[config.mk]
export PLATFORM = sky130hd
export DESIGN_NAME = wdiv_unit
export DESIGN_NICKNAME = d
export VERILOG_FILES = /design/src/rtl/wdiv_pkg.sv /design/src/rtl/wdiv_mag.sv /design/src/rtl/wdiv_step.sv /design/src/rtl/wdiv_post.sv /design/src/rtl/wdiv_unit.sv
export SDC_FILE = /design/constraint.sdc
export NUM_CORES = 1
export LEC_CHECK = 0
export BUFFER_PORTS_ARGS = -buffer_cell sky130_fd_sc_hd__clkbuf_2
export CELL_PAD_IN_SITES_DETAIL_PLACEMENT = 1
export CELL_PAD_IN_SITES_GLOBAL_PLACEMENT = 1
export CORE_MARGIN = 5
export CORE_UTILIZATION = 50
export CTS_BUF_LIST = sky130_fd_sc_hd__clkbuf_4 sky130_fd_sc_hd__clkbuf_8
export DETAILED_ROUTE_END_ITERATION = 10
export PLACE_DENSITY = 0.88
export SYNTH_ARGS = -nofsm -noshare
export SYNTH_HDL_FRONTEND = slang
export SYNTH_SLANG_ARGS = --single-unit
export TNS_END_PERCENT = 50
[constraint.sdc]
create_clock -name clk -period 4.8 [get_ports clk]
set_clock_uncertainty 0.15 [all_clocks]
set_input_delay 0.24 -clock clk [delete_from_list [all_inputs] [get_ports clk]]
set_output_delay 0.24 -clock clk [all_outputs]
set_load 0.01 [all_outputs]
[src/rtl/wdiv_pkg.sv]
package wdiv_pkg;
    typedef enum logic [1:0] {
        ST_IDLE = 2'd0,
        ST_RUN  = 2'd1,
        ST_FIN  = 2'd2
    } wdiv_state_e;

    // Flag positions in the packed flag nibble.
    localparam int FLG_N = 3;
    localparam int FLG_Z = 2;
    localparam int FLG_V = 1;
    localparam int FLG_C = 0;
    localparam int FLG_W = 4;
endpackage

[src/rtl/wdiv_mag.sv]
module wdiv_mag #(
    parameter int W = 16
) (
    input  logic [W-1:0] val,
    input  logic         sgn_en,
    output logic [W-1:0] mag,
    output logic         neg
);
    always_comb begin
        neg = sgn_en & val[W-1];
        mag = neg ? (~val + W'(1)) : val;
    end
endmodule

[src/rtl/wdiv_step.sv]
module wdiv_step #(
    parameter int QW = 16,
    parameter int DW = 2 * QW
) (
    input  logic [QW-1:0] part,
    input  logic [DW-1:0] quo,
    input  logic [QW-1:0] dvs,
    output logic [QW-1:0] part_nx,
    output logic [DW-1:0] quo_nx
);
    logic [QW:0] shifted;
    logic [QW:0] diff;
    logic        ge;

    always_comb begin
        shifted = {part, quo[DW-1]};
        diff    = shifted - {1'b0, dvs};
        ge      = (shifted >= {1'b0, dvs});
        part_nx = ge ? diff[QW-1:0] : shifted[QW-1:0];
        quo_nx  = {quo[DW-2:0], ge};
    end
endmodule

[src/rtl/wdiv_post.sv]
module wdiv_post
    import wdiv_pkg::*;
#(
    parameter int QW = 16,
    parameter int DW = 2 * QW
) (
    input  logic [DW-1:0]    quo_mag,
    input  logic [QW-1:0]    rem_mag,
    input  logic             neg_q,
    input  logic             neg_r,
    input  logic             sgn,
    input  logic [DW-1:0]    dvd,
    input  logic [FLG_W-1:0] fin,
    output logic [DW-1:0]    res,
    output logic [FLG_W-1:0] flg
);
    logic [DW-1:0] lim;
    logic          ovf;
    logic [QW-1:0] q_fix;
    logic [QW-1:0] r_fix;

    always_comb begin
        // Largest magnitude the signed quotient may have, by its sign.
        lim = (DW'(1) << (QW - 1)) - DW'(!neg_q);
        if (sgn) begin
            ovf = (quo_mag > lim);
        end else begin
            ovf = |quo_mag[DW-1:QW];
        end
        q_fix = neg_q ? (~quo_mag[QW-1:0] + QW'(1)) : quo_mag[QW-1:0];
        r_fix = neg_r ? (~rem_mag + QW'(1)) : rem_mag;

        flg = '0;
        if (ovf) begin
            res        = dvd;
            flg[FLG_N] = fin[FLG_N];
            flg[FLG_Z] = fin[FLG_Z];
            flg[FLG_V] = 1'b1;
        end else begin
            res        = {r_fix, q_fix};
            flg[FLG_N] = q_fix[QW-1];
            flg[FLG_Z] = (q_fix == '0);
        end
        flg[FLG_C] = 1'b0;
    end
endmodule

[src/rtl/wdiv_unit.sv]
module wdiv_unit
    import wdiv_pkg::*;
#(
    parameter int QW = 16
) (
    input  logic              clk,
    input  logic              rst_n,
    input  logic              start,
    input  logic              signed_mode,
    input  logic [2*QW-1:0]   dividend,
    input  logic [QW-1:0]     divisor,
    input  logic [FLG_W-1:0]  flags_in,
    output logic              done,
    output logic [2*QW-1:0]   result,
    output logic [FLG_W-1:0]  flags_out,
    output logic              div_zero
);
    localparam int DW = 2 * QW;
    localparam int CW = $clog2(DW + 1);

    typedef struct packed {
        wdiv_state_e      st;
        logic [CW-1:0]    cnt;
        logic [QW-1:0]    part;
        logic [DW-1:0]    quo;
        logic [QW-1:0]    dvs;
        logic             neg_q;
        logic             neg_r;
        logic             sgn;
        logic [DW-1:0]    dvd;
        logic [FLG_W-1:0] fin;
        logic             done;
        logic             dz;
        logic [DW-1:0]    res;
        logic [FLG_W-1:0] flg;
    } regs_t;

    regs_t r_d, r_q;

    logic [DW-1:0]    dvd_mag;
    logic             dvd_neg;
    logic [QW-1:0]    dvs_mag;
    logic             dvs_neg;
    logic [QW-1:0]    part_nx;
    logic [DW-1:0]    quo_nx;
    logic [DW-1:0]    post_res;
    logic [FLG_W-1:0] post_flg;

    wdiv_mag #(.W(DW)) u_mag_dvd (
        .val(dividend), .sgn_en(signed_mode), .mag(dvd_mag), .neg(dvd_neg)
    );
    wdiv_mag #(.W(QW)) u_mag_dvs (
        .val(divisor), .sgn_en(signed_mode), .mag(dvs_mag), .neg(dvs_neg)
    );

    wdiv_step #(.QW(QW), .DW(DW)) u_step (
        .part(r_q.part), .quo(r_q.quo), .dvs(r_q.dvs),
        .part_nx(part_nx), .quo_nx(quo_nx)
    );

    wdiv_post #(.QW(QW), .DW(DW)) u_post (
        .quo_mag(r_q.quo), .rem_mag(r_q.part), .neg_q(r_q.neg_q),
        .neg_r(r_q.neg_r), .sgn(r_q.sgn), .dvd(r_q.dvd), .fin(r_q.fin),
        .res(post_res), .flg(post_flg)
    );

    always_comb begin
        r_d      = r_q;
        r_d.done = 1'b0;
        r_d.dz   = 1'b0;
        unique case (r_q.st)
            ST_IDLE: begin
                if (start) begin
                    r_d.dvd = dividend;
                    r_d.fin = flags_in;
                    r_d.sgn = signed_mode;
                    if (divisor == '0) begin
                        r_d.done = 1'b1;
                        r_d.dz   = 1'b1;
                        r_d.res  = dividend;
                        r_d.flg  = '0;
                    end else begin
                        r_d.st    = ST_RUN;
                        r_d.cnt   = '0;
                        r_d.part  = '0;
                        r_d.quo   = dvd_mag;
                        r_d.dvs   = dvs_mag;
                        r_d.neg_q = dvd_neg ^ dvs_neg;
                        r_d.neg_r = dvd_neg;
                    end
                end
            end
            ST_RUN: begin
                r_d.part = part_nx;
                r_d.quo  = quo_nx;
                r_d.cnt  = r_q.cnt + CW'(1);
                if (r_q.cnt == CW'(DW - 1)) begin
                    r_d.st = ST_FIN;
                end
            end
            ST_FIN: begin
                r_d.done = 1'b1;
                r_d.res  = post_res;
                r_d.flg  = post_flg;
                r_d.st   = ST_IDLE;
            end
            default: r_d.st = ST_IDLE;
        endcase
    end

    always_ff @(posedge clk or negedge rst_n) begin
        if (!rst_n) begin
            r_q <= '0;
        end else begin
            r_q <= r_d;
        end
    end

    assign done      = r_q.done;
    assign div_zero  = r_q.dz;
    assign result    = r_q.res;
    assign flags_out = r_q.flg;

    AST_DONE_PULSE: assert property (@(posedge clk) disable iff (!rst_n)
        done |=> !done);
    AST_DZ_WITH_DONE: assert property (@(posedge clk) disable iff (!rst_n)
        div_zero |-> (done && flags_out == '0));
    AST_CARRY_CLEAR: assert property (@(posedge clk) disable iff (!rst_n)
        done |-> !flags_out[FLG_C]);
    AST_FAIL_KEEPS_DEST: assert property (@(posedge clk) disable iff (!rst_n)
        (done && (div_zero || flags_out[FLG_V])) |-> (result == r_q.dvd));
    AST_NZ_FOLLOW_QUOT: assert property (@(posedge clk) disable iff (!rst_n)
        (done && !div_zero && !flags_out[FLG_V]) |->
        (flags_out[FLG_N] == result[QW-1] &&
         flags_out[FLG_Z] == (result[QW-1:0] == '0)));
    AST_BUSY_HOLDS_OPERAND: assert property (@(posedge clk) disable iff (!rst_n)
        (r_q.st != ST_IDLE) |=> $stable(r_q.dvd));
endmodule

==> metrics.md, run 1 <==
| Metric | Value |
|---|---|
| Gr usage total | 30.7% |
| Max clock buf depth | 2 |
| Hold crit path type | in2reg |
| Fmax | 0.269 GHz |
| Switching power | 3.47 mW |
| Synth top area cells | dfrtp_1 (38%), xnor2_1 (5.1%), ha_1 (4.8%) |
| Combinational Power Share | 53.4% |
| Syn-to-layout area delta | 12.5% |
| CTS Sinks | 146 |
| Slew @ Worst Pin | 1110 ps |
| H-tree lvl count | 4 |
| Grt total ovfl | 0 |
| FF+latch area | 0.00365 sq mm |
| Largest net degree at the start of global routing | 112 |
| First-pass GRT wire length | 53.7 mm |
| CP Cell Sequence | dlygate4sd3_1, clkbuf_2, inv_1, ha_1, nor4b_1, nand2_1, o41ai_1, a21o_1, buf_4, a22oi_1, o21ai_0 |
| # diodes | 0 |
| Internal | 3.77 mW |
| Synth Net Count | 1138 |
| Initial Util | 50.4% |
| Async SR Flop Fraction | 100% |
| Initial antenna violation count | 1 |
| WHS | 39.9 ps |
| Pre-CTS WS | 1240 ps |
| # IOs | 94 |
| Outcome | complete, no violations |
| Total Nets Final | 1206 |
| Crit. End Element | flip-flop |
| Via count | 9023 |
| Post-CTS setup buffers | 0 |
| Setup slack after layout | 1090 ps |
| Core region area | 0.0193 sq mm |
| Startpoint types | primary input |
| RSZ-0062 raised after global routing | no |
| Synth Area per Inst | 9.31 sq um |
| Post-synthesis cell type count | 70 |
| Sw frac | 47.9% |
| Leak | 4.54 nW |
| WL final | 34.1 mm |
| Setup TNS | 0 ps |
| Layout cells sized above 1 | 18.0% |
| Via-to-Cell Ratio | 6.49 |
| Yosys reg bits | 146 |
| Number of flops mapped to enable cells by yosys | 0 |
| Final min period | 3710 ps |
| Sequential element share of the synthesized area | 37.6% |
| Sequential power share | 32.4% |
| Post-synth top area cell | dfrtp_1 |
| DRC viols | 0 |
| Gpl congestion | 0.886 |
| Main flop type after synthesis | dfrtp_1 |
| CP Max Fanout | 37 |
| Die ar. | 0.0223 sq mm |
| Critical path buffer and inverter count | 4 |
| Warnings from Yosys | 0 |
| Die width | 149 um |
| Final core utilization | 56.8% |
| Power Dens Cells | 662 mW/mm^2 |
| Routed Antenna Nets | 0 |
| Top Family by Delay on Critical Path | compound AO/OA/AOI/OAI gates |
| Mapped Area | 0.00972 sq mm |
| Max rail drop VDD | 0.000364 V |
| Max-cap violations | 0 |
| Total CTS buffers | 17 |
| Post-synth top area share | 37.6% |
| Drt pass-1 iters | 8 |
| TritonCTS clock tree | done |
| Arr. time, crit path | 3940 ps |
| Filler cell count | 2187 |
| Mapped Cells | 1044 |
| Req. time, crit path | 5030 ps |
| DIE HEIGHT | 149 um |
| HPWL after DPL | 21.5 mm |
| Clock slew at reported path FFs | 110 ps |
| Worst path max stage delay | 630 ps |
| Port bufs | 90 |
| Relative slew slack | 25.9% |
| Max-slew violation count | 0 |
| Wire per inst | 24.5 um |
| First DRT Iteration DRCs | 890 |
| Master of the slowest instance on the critical path | a21o_1 |
| Final period util | 77.4% |
| Clock share of power | 14.1% |
| Clk Latency, worst-skew pair | 490 ps |
| FP Rows | 51 |
| Area used by multi-input combinational logic | 0.00534 sq mm |
| Most frequent cell after synthesis | dfrtp_1 |
| Hold Violations, Final | 0 |
| Top post-synthesis cells by count | dfrtp_1 (146), nand2_1 (96), o21ai_0 (62), a21oi_1 (61), xnor2_1 (57) |
| Root buffer cell | clkbuf_8 |
| Setup violators final | 0 |
| Vias in the first global route | 9792 |
| Worst Path Class, Setup | in2reg |
## path summary, 6_finish.rpt
path                              start  cells after the start        to  slack (ps)
setup / recovery             divisor[0]                     11  r_q[115]        1090
hold / removal             dividend[22]                      2   r_q[64]          40
setup reg to reg               r_q[125]                      8  r_q[135]        1110
hold reg to reg                 r_q[54]                      1   r_q[54]         370
max in group asynchronous         rst_n                      3   r_q[99]        3120
min in group asynchronous         rst_n                      2   r_q[82]         310
## cell families after synthesis
| group | Yosys count | share of synthesized area [%] |
|---|---|---|
| fa+ha+maj | 38 | 4.97 |
| mux | 79 | 9.10 |
| xor+xnor | 81 | 7.30 |
| flops | 146 | 37.6 |
| simple gates | 268 | 13.9 |
| buf+inv | 151 | 7.94 |
| compound gates | 280 | 19.2 |
| other cells | 1 | 0.0386 |
## power groups by stage
stage	Clock (mW)	Combinational [mW]	Sequential, mW
6_report	1.02	3.87	2.35
3_3_place_gp	0	3.43	2.26
2_1_floorplan	0	2.87	2.06
3_5_place_dp	0	3.67	2.31
5_1_grt	1.08	4.21	2.39
4_1_cts	1.02	3.77	2.30
## state kept, by name, indices dropped and copies added, names as in the netlist
register,cells
r_q,109
done,1
div_zero,1
result,32
flags_out,3
## metrics by stage
stage	cell area, sq um	total power, mW	std cells
floorplan	9720	4.94	1044
global placement	10100	5.69	1309
detailed placement	10100	5.98	1309
CTS	10900	7.09	1390
global route	10900	7.68	1390
finish	10900	7.24	1390
## cell usage in the layout, fill, tap and decap left out, types with 6 or more instances in the layout
cell           count
a222oi_1          12
nand4_1           10
a21oi_1           61
o22ai_1           22
inv_1             52
mux2i_1           34
nor3_1            22
nand2b_1          10
o2111ai_1         11
nand2_1           95
mux2_2            35
o211ai_1          15
or4_1              9
buf_4              8
clkbuf_2          89
a22oi_1           11
dfrtp_1          146
nand3_1           13
dlygate4sd3_1     49
o21ai_0           62
clkbuf_8          17
nor2_1            53
inv_6              7
or3_1              6
o21ai_1           13
a221o_1            9
xnor2_1           57
ha_1              37
mux2_4            10
xor2_1            24
o31ai_1           11
nor4_1            12
## layout make-up
cell class | count | share of cell area [%]
timing repair buffer | 148 | 9.39
sequential | 146 | 33.4
clock inverter | 15 | 1.46
clock buffer | 17 | 2.14
tap | 265 | 3.03
inverter | 52 | 1.78
multi-input combinational | 747 | 48.8
## layer usage
metal | part of all wire, % | GRT usage, %
met1 | 39 | 36.2
met5 | 0.021 | 0
met2 | 50 | 52.9
met4 | 4.6 | 15.3
met3 | 6.3 | 6.57
## what timing repair did
action | CTS | global route
gates resized for setup | 0 | 0
hold endpoints to repair | 166 | 0
endpoints found under the setup margin | 0 | 0
hold buffers | 49 | 0
## worst reg2reg max path, stage by stage (launching register included)
cell and delay (ps):
dfrtp_1 510, ha_1 360, nor2b_1 210, o31a_1 250
o21ai_1 150, a2111oi_2 480, o31a_1 570, o21ai_0 420
o311ai_0 470
Power figures use the tool's default switching activity.
==> inputs of run 2 (changes only) <==
ABC_AREA = 1   (was unset)
CORE_UTILIZATION = 45   (was 50)
PLACE_DENSITY = 0.84   (was 0.88)
clock period = 3.6 ns   (was 4.8 ns; I/O delays follow)
==> run 2 against run 1 <==
  * Sequential power grew 8%
  * Worst setup slack lost 790 ps
  * Register-to-register slack lost 470 ps
  * Total power grew 7.7%
  * Non-clock buffer count grew 10
  * Clock-buffer cell count is the same
  * Synthesized cell count grew 42%
  * Combinational power is essentially flat
  * Largest cell class unchanged
==> metrics.md, run 2 <==
| Metric | Value |
|---|---|
| Outcome | complete, no violations (unchanged) |
| Post-synth top area share | 34.7% (was 37.6%) |
| First-pass GRT wire length | 58.0 mm (was 53.7 mm) |
| Pre-CTS WS | 771 ps (was 1240 ps) |
| Warnings from Yosys | 0 (unchanged) |
| Via-to-Cell Ratio | 5.45 (was 6.49) |
| DRC viols | 0 (unchanged) |
| Layout cells sized above 1 | 12.1% (was 18.0%) |
| # diodes | 0 (unchanged) |
| Via count | 10400 (was 9023) |
| Die width | 163 um (was 149 um) |
| Drt pass-1 iters | 7 (was 8) |
| Total Nets Final | 1664 (was 1206) |
| Filler cell count | 3015 (was 2187) |
| Worst Path Class, Setup | in2reg (unchanged) |
| TritonCTS clock tree | done (unchanged) |
| Grt total ovfl | 0 (unchanged) |
| Sw frac | 47.6% (was 47.9%) |
| Fmax | 0.302 GHz |
| Synth Net Count | 1573 (was 1138) |
| Setup TNS | 0 ps (unchanged) |
| Final period util | 91.9% |
| Most frequent cells in the layout | nand2_1 (373), inv_1 (180), nand3_1 (155) (was dfrtp_1 (146), nand2_1 (95), clkbuf_2 (89)) |
| Master of the slowest instance on the critical path | dlygate4sd3_1 (was a21o_1) |
| Top post-synthesis cells by count | nand2_1 (373), inv_1 (180), nand3_1 (155), dfrtp_1 (146), nor2_1 (138) (was dfrtp_1 (146), nand2_1 (96), o21ai_0 (62), a21oi_1 (61), xnor2_1 (57)) |
| Req. time, crit path | 3820 ps (was 5030 ps) |
| Post-synth top area cell | dfrtp_1 (unchanged) |
| Leak | 5.90 nW (was 4.54 nW) |
| Largest reg by FF count | r_q (unchanged) |
| Met3 Usage GRT | 5.49% (was 6.57%) |
| Max-slew violation count | 0 (unchanged) |
| Grt peak-use layer | met2 (unchanged) |
| Syn-to-layout area delta | 12.2% (was 12.5%) |
| Main flop type after synthesis | dfrtp_1 (unchanged) |
| Synth Area per Inst | 7.12 sq um (was 9.31 sq um) |
| Vias in the first global route | 11000 (was 9792) |
| Synth top area cells | dfrtp_1 (35%), nand2_1 (13%), nand3_1 (7.4%) (was dfrtp_1 (38%), xnor2_1 (5.1%), ha_1 (4.8%)) |
| Async SR Flop Fraction | 100% (unchanged) |
| Most common cell after layout, fill and taps aside | nand2_1 (was dfrtp_1) |
| Clock share of power | 18.1% (was 14.1%) |
| Sequential power share | 32.6% (was 32.4%) |
| Setup violators final | 0 (unchanged) |
| RSZ-0062 raised after global routing | no (unchanged) |
| Wire per inst | 18.7 um (was 24.5 um) |
| Yosys reg bits | 146 (unchanged) |
| Crit. End Element | flip-flop (unchanged) |
| Port bufs | 90 (unchanged) |
| Total power | 7.80 mW (was 7.24 mW) |
| Setup slack after layout | 292 ps (was 1090 ps) |
| Hold crit path type | in2async (was in2reg) |
| Internal | 4.09 mW (was 3.77 mW) |
| Initial antenna violation count | 0 (was 1) |
| Post-synthesis cell type count | 60 (was 70) |
| Hold Violations, Final | 0 (unchanged) |
| Switching power | 3.71 mW (was 3.47 mW) |
| Number of flops mapped to enable cells by yosys | 0 (unchanged) |
| Slew @ Worst Pin | 828 ps (was 1110 ps) |
| Gr usage total | 27.5% (was 30.7%) |
| Area used by multi-input combinational logic | 0.00551 sq mm (was 0.00534 sq mm) |
| Routed Antenna Nets | 0 (unchanged) |
| Post_cts resized | 0 (unchanged) |
| CP Max Fanout | 37 (unchanged) |
| Die ar. | 0.0265 sq mm (was 0.0223 sq mm) |
| HPWL after DPL | 25.7 mm (was 21.5 mm) |
| Arr. time, crit path | 3530 ps (was 3940 ps) |
| Most frequent cell after synthesis | nand2_1 (was dfrtp_1) |
| Met2 GRT Util | 48.1% (was 52.9%) |
| CTS Sinks | 146 (unchanged) |
| Mapped Cells | 1479 (was 1044) |
| WL final | 35.6 mm (was 34.1 mm) |
| Root buffer cell | clkbuf_8 (unchanged) |
| # IOs | 94 (unchanged) |
| Max FFs per register | 109 (unchanged) |
| Max clock buf depth | 2 (unchanged) |
| GR Util met1 | 33.7% (was 36.2%) |
| Final min period | 3310 ps |
| Largest net degree at the start of global routing | 85 (was 112) |
| Max-cap violations | 0 (unchanged) |
| Initial Util | 45.2% (was 50.4%) |
| First DRT Iteration DRCs | 749 (was 890) |
| Combinational Power Share | 49.3% (was 53.4%) |
| CP Cell Sequence | dlygate4sd3_1, clkbuf_2, inv_1, ha_1, nand2_1, nor2_4, nand3_2, nor3_4, nand2_2, nand2_4, inv_2, nand2_1, o22ai_2, dlygate4sd3_1 (was dlygate4sd3_1, clkbuf_2, inv_1, ha_1, nor4b_1, nand2_1, o41ai_1, a21o_1, buf_4, a22oi_1, o21ai_0) |
| H-tree lvl count | 4 (unchanged) |
| Clk Latency, worst-skew pair | 490 ps (about the same) |
| Worst path max stage delay | 580 ps (was 630 ps) |
| Clock slew at reported path FFs | 110 ps (about the same) |
| Core region area | 0.0233 sq mm (was 0.0193 sq mm) |
| FP Rows | 56 (was 51) |
| Power Dens Cells | 661 mW/mm^2 (was 662 mW/mm^2) |
| Mapped Area | 0.0105 sq mm (was 0.00972 sq mm) |
| Total CTS buffers | 17 (unchanged) |
| Startpoint types | primary input (unchanged) |
| FF+latch area | 0.00365 sq mm (unchanged) |
| Final core utilization | 50.8% (was 56.8%) |
| DIE HEIGHT | 163 um (was 149 um) |
| Gpl congestion | 0.907 (was 0.886) |
| Sequential element share of the synthesized area | 34.7% (was 37.6%) |
| Relative slew slack | 44.8% (was 25.9%) |
| Max rail drop VDD | 0.000419 V (was 0.000364 V) |
[run 2: cell count changes in the layout (fill, tap and decap cells not counted), sizes merged, moves of 34 or more]
| cell | previous run | this run |
|---|---|---|
| inv | 63 | 200 |
| mux2 | 45 | 0 |
| mux2i | 34 | 0 |
| nand2 | 97 | 384 |
| nand3 | 13 | 161 |
| nor2 | 54 | 148 |
| o21ai | 75 | 143 |
| xnor2 | 57 | 7 |
[run 2: stage by stage]
step	instances	hold WS [ps]	area, sq um
2_1_floorplan	1479	-266	10500
3_3_place_gp	1816	153	10900
3_5_place_dp	1816	159	10900
4_1_cts	1902	185	11800
5_1_grt	1902	224	11800
6_report	1902	139	11800
[run 2: timing repair]
item / 4_1_cts / 5_1_grt
hold endpoints to repair: 175 / 0
setup endpoints to repair: 0 / 0
hold buffers: 54 / 0
setup buffers: 0 / 0
[run 2: power by group through the flow]
| stage | Sequential [mW] | Combinational (mW) | Clock, mW |
|---|---|---|---|
| 2_1_floorplan | 2.40 | 2.85 | 0 |
| 3_3_place_gp | 2.53 | 3.61 | 0 |
| 3_5_place_dp | 2.56 | 3.76 | 0 |
| 4_1_cts | 2.53 | 3.83 | 1.43 |
| 5_1_grt | 2.60 | 4.38 | 1.50 |
| 6_report | 2.54 | 3.84 | 1.41 |
[run 2: cells by family after synthesis]
group / count (synthesis) / synth area share [%]
other: 1 / 0.0356
and+or+nand+nor: 746 / 31.7
adders and majority gates: 38 / 4.59
xor gates and xnor gates: 42 / 3.50
AOI/OAI and AO/OA: 228 / 12.5
DFF: 146 / 34.7
buffers and inverters: 278 / 12.9
[run 2: final cells by class]
class	count	area share (%)
clock inverter	15	1.55
clock buffer	17	1.98
timing repair buffer	158	9.33
inverter	192	6.17
multi-input combinational	1055	46.7
sequential	146	30.9
tap	319	3.38
[run 2: worst paths after layout]
path / startpoint / to / slack (ps) / cells past startpoint
max: divisor[1] / r_q[92] / 290 / 14
min: rst_n / r_q[44] / 140 / 2
max reg2reg: r_q[148] / r_q[92] / 640 / 8
min reg2reg: r_q[146] / r_q[148] / 330 / 1
max in group asynchronous: rst_n / r_q[52] / 2250 / 3
min in group clk: flags_in[3] / r_q[41] / 290 / 4
[run 2: worst max-delay path, delay by kind of cell]
kind | cells | cell delay, ps
and+or+nand+nor | 7 | 1350
buffers and inverters | 5 | 1740
AOI/OAI and AO/OA | 1 | 70
adders and majority gates | 1 | 160
[run 2: layer usage]
layer / share of wire [%] / wire length, um
met1: 43 / 15200
met2: 49 / 17600
met3: 5.0 / 1780
met4: 2.9 / 1040
met5: 0 / 0
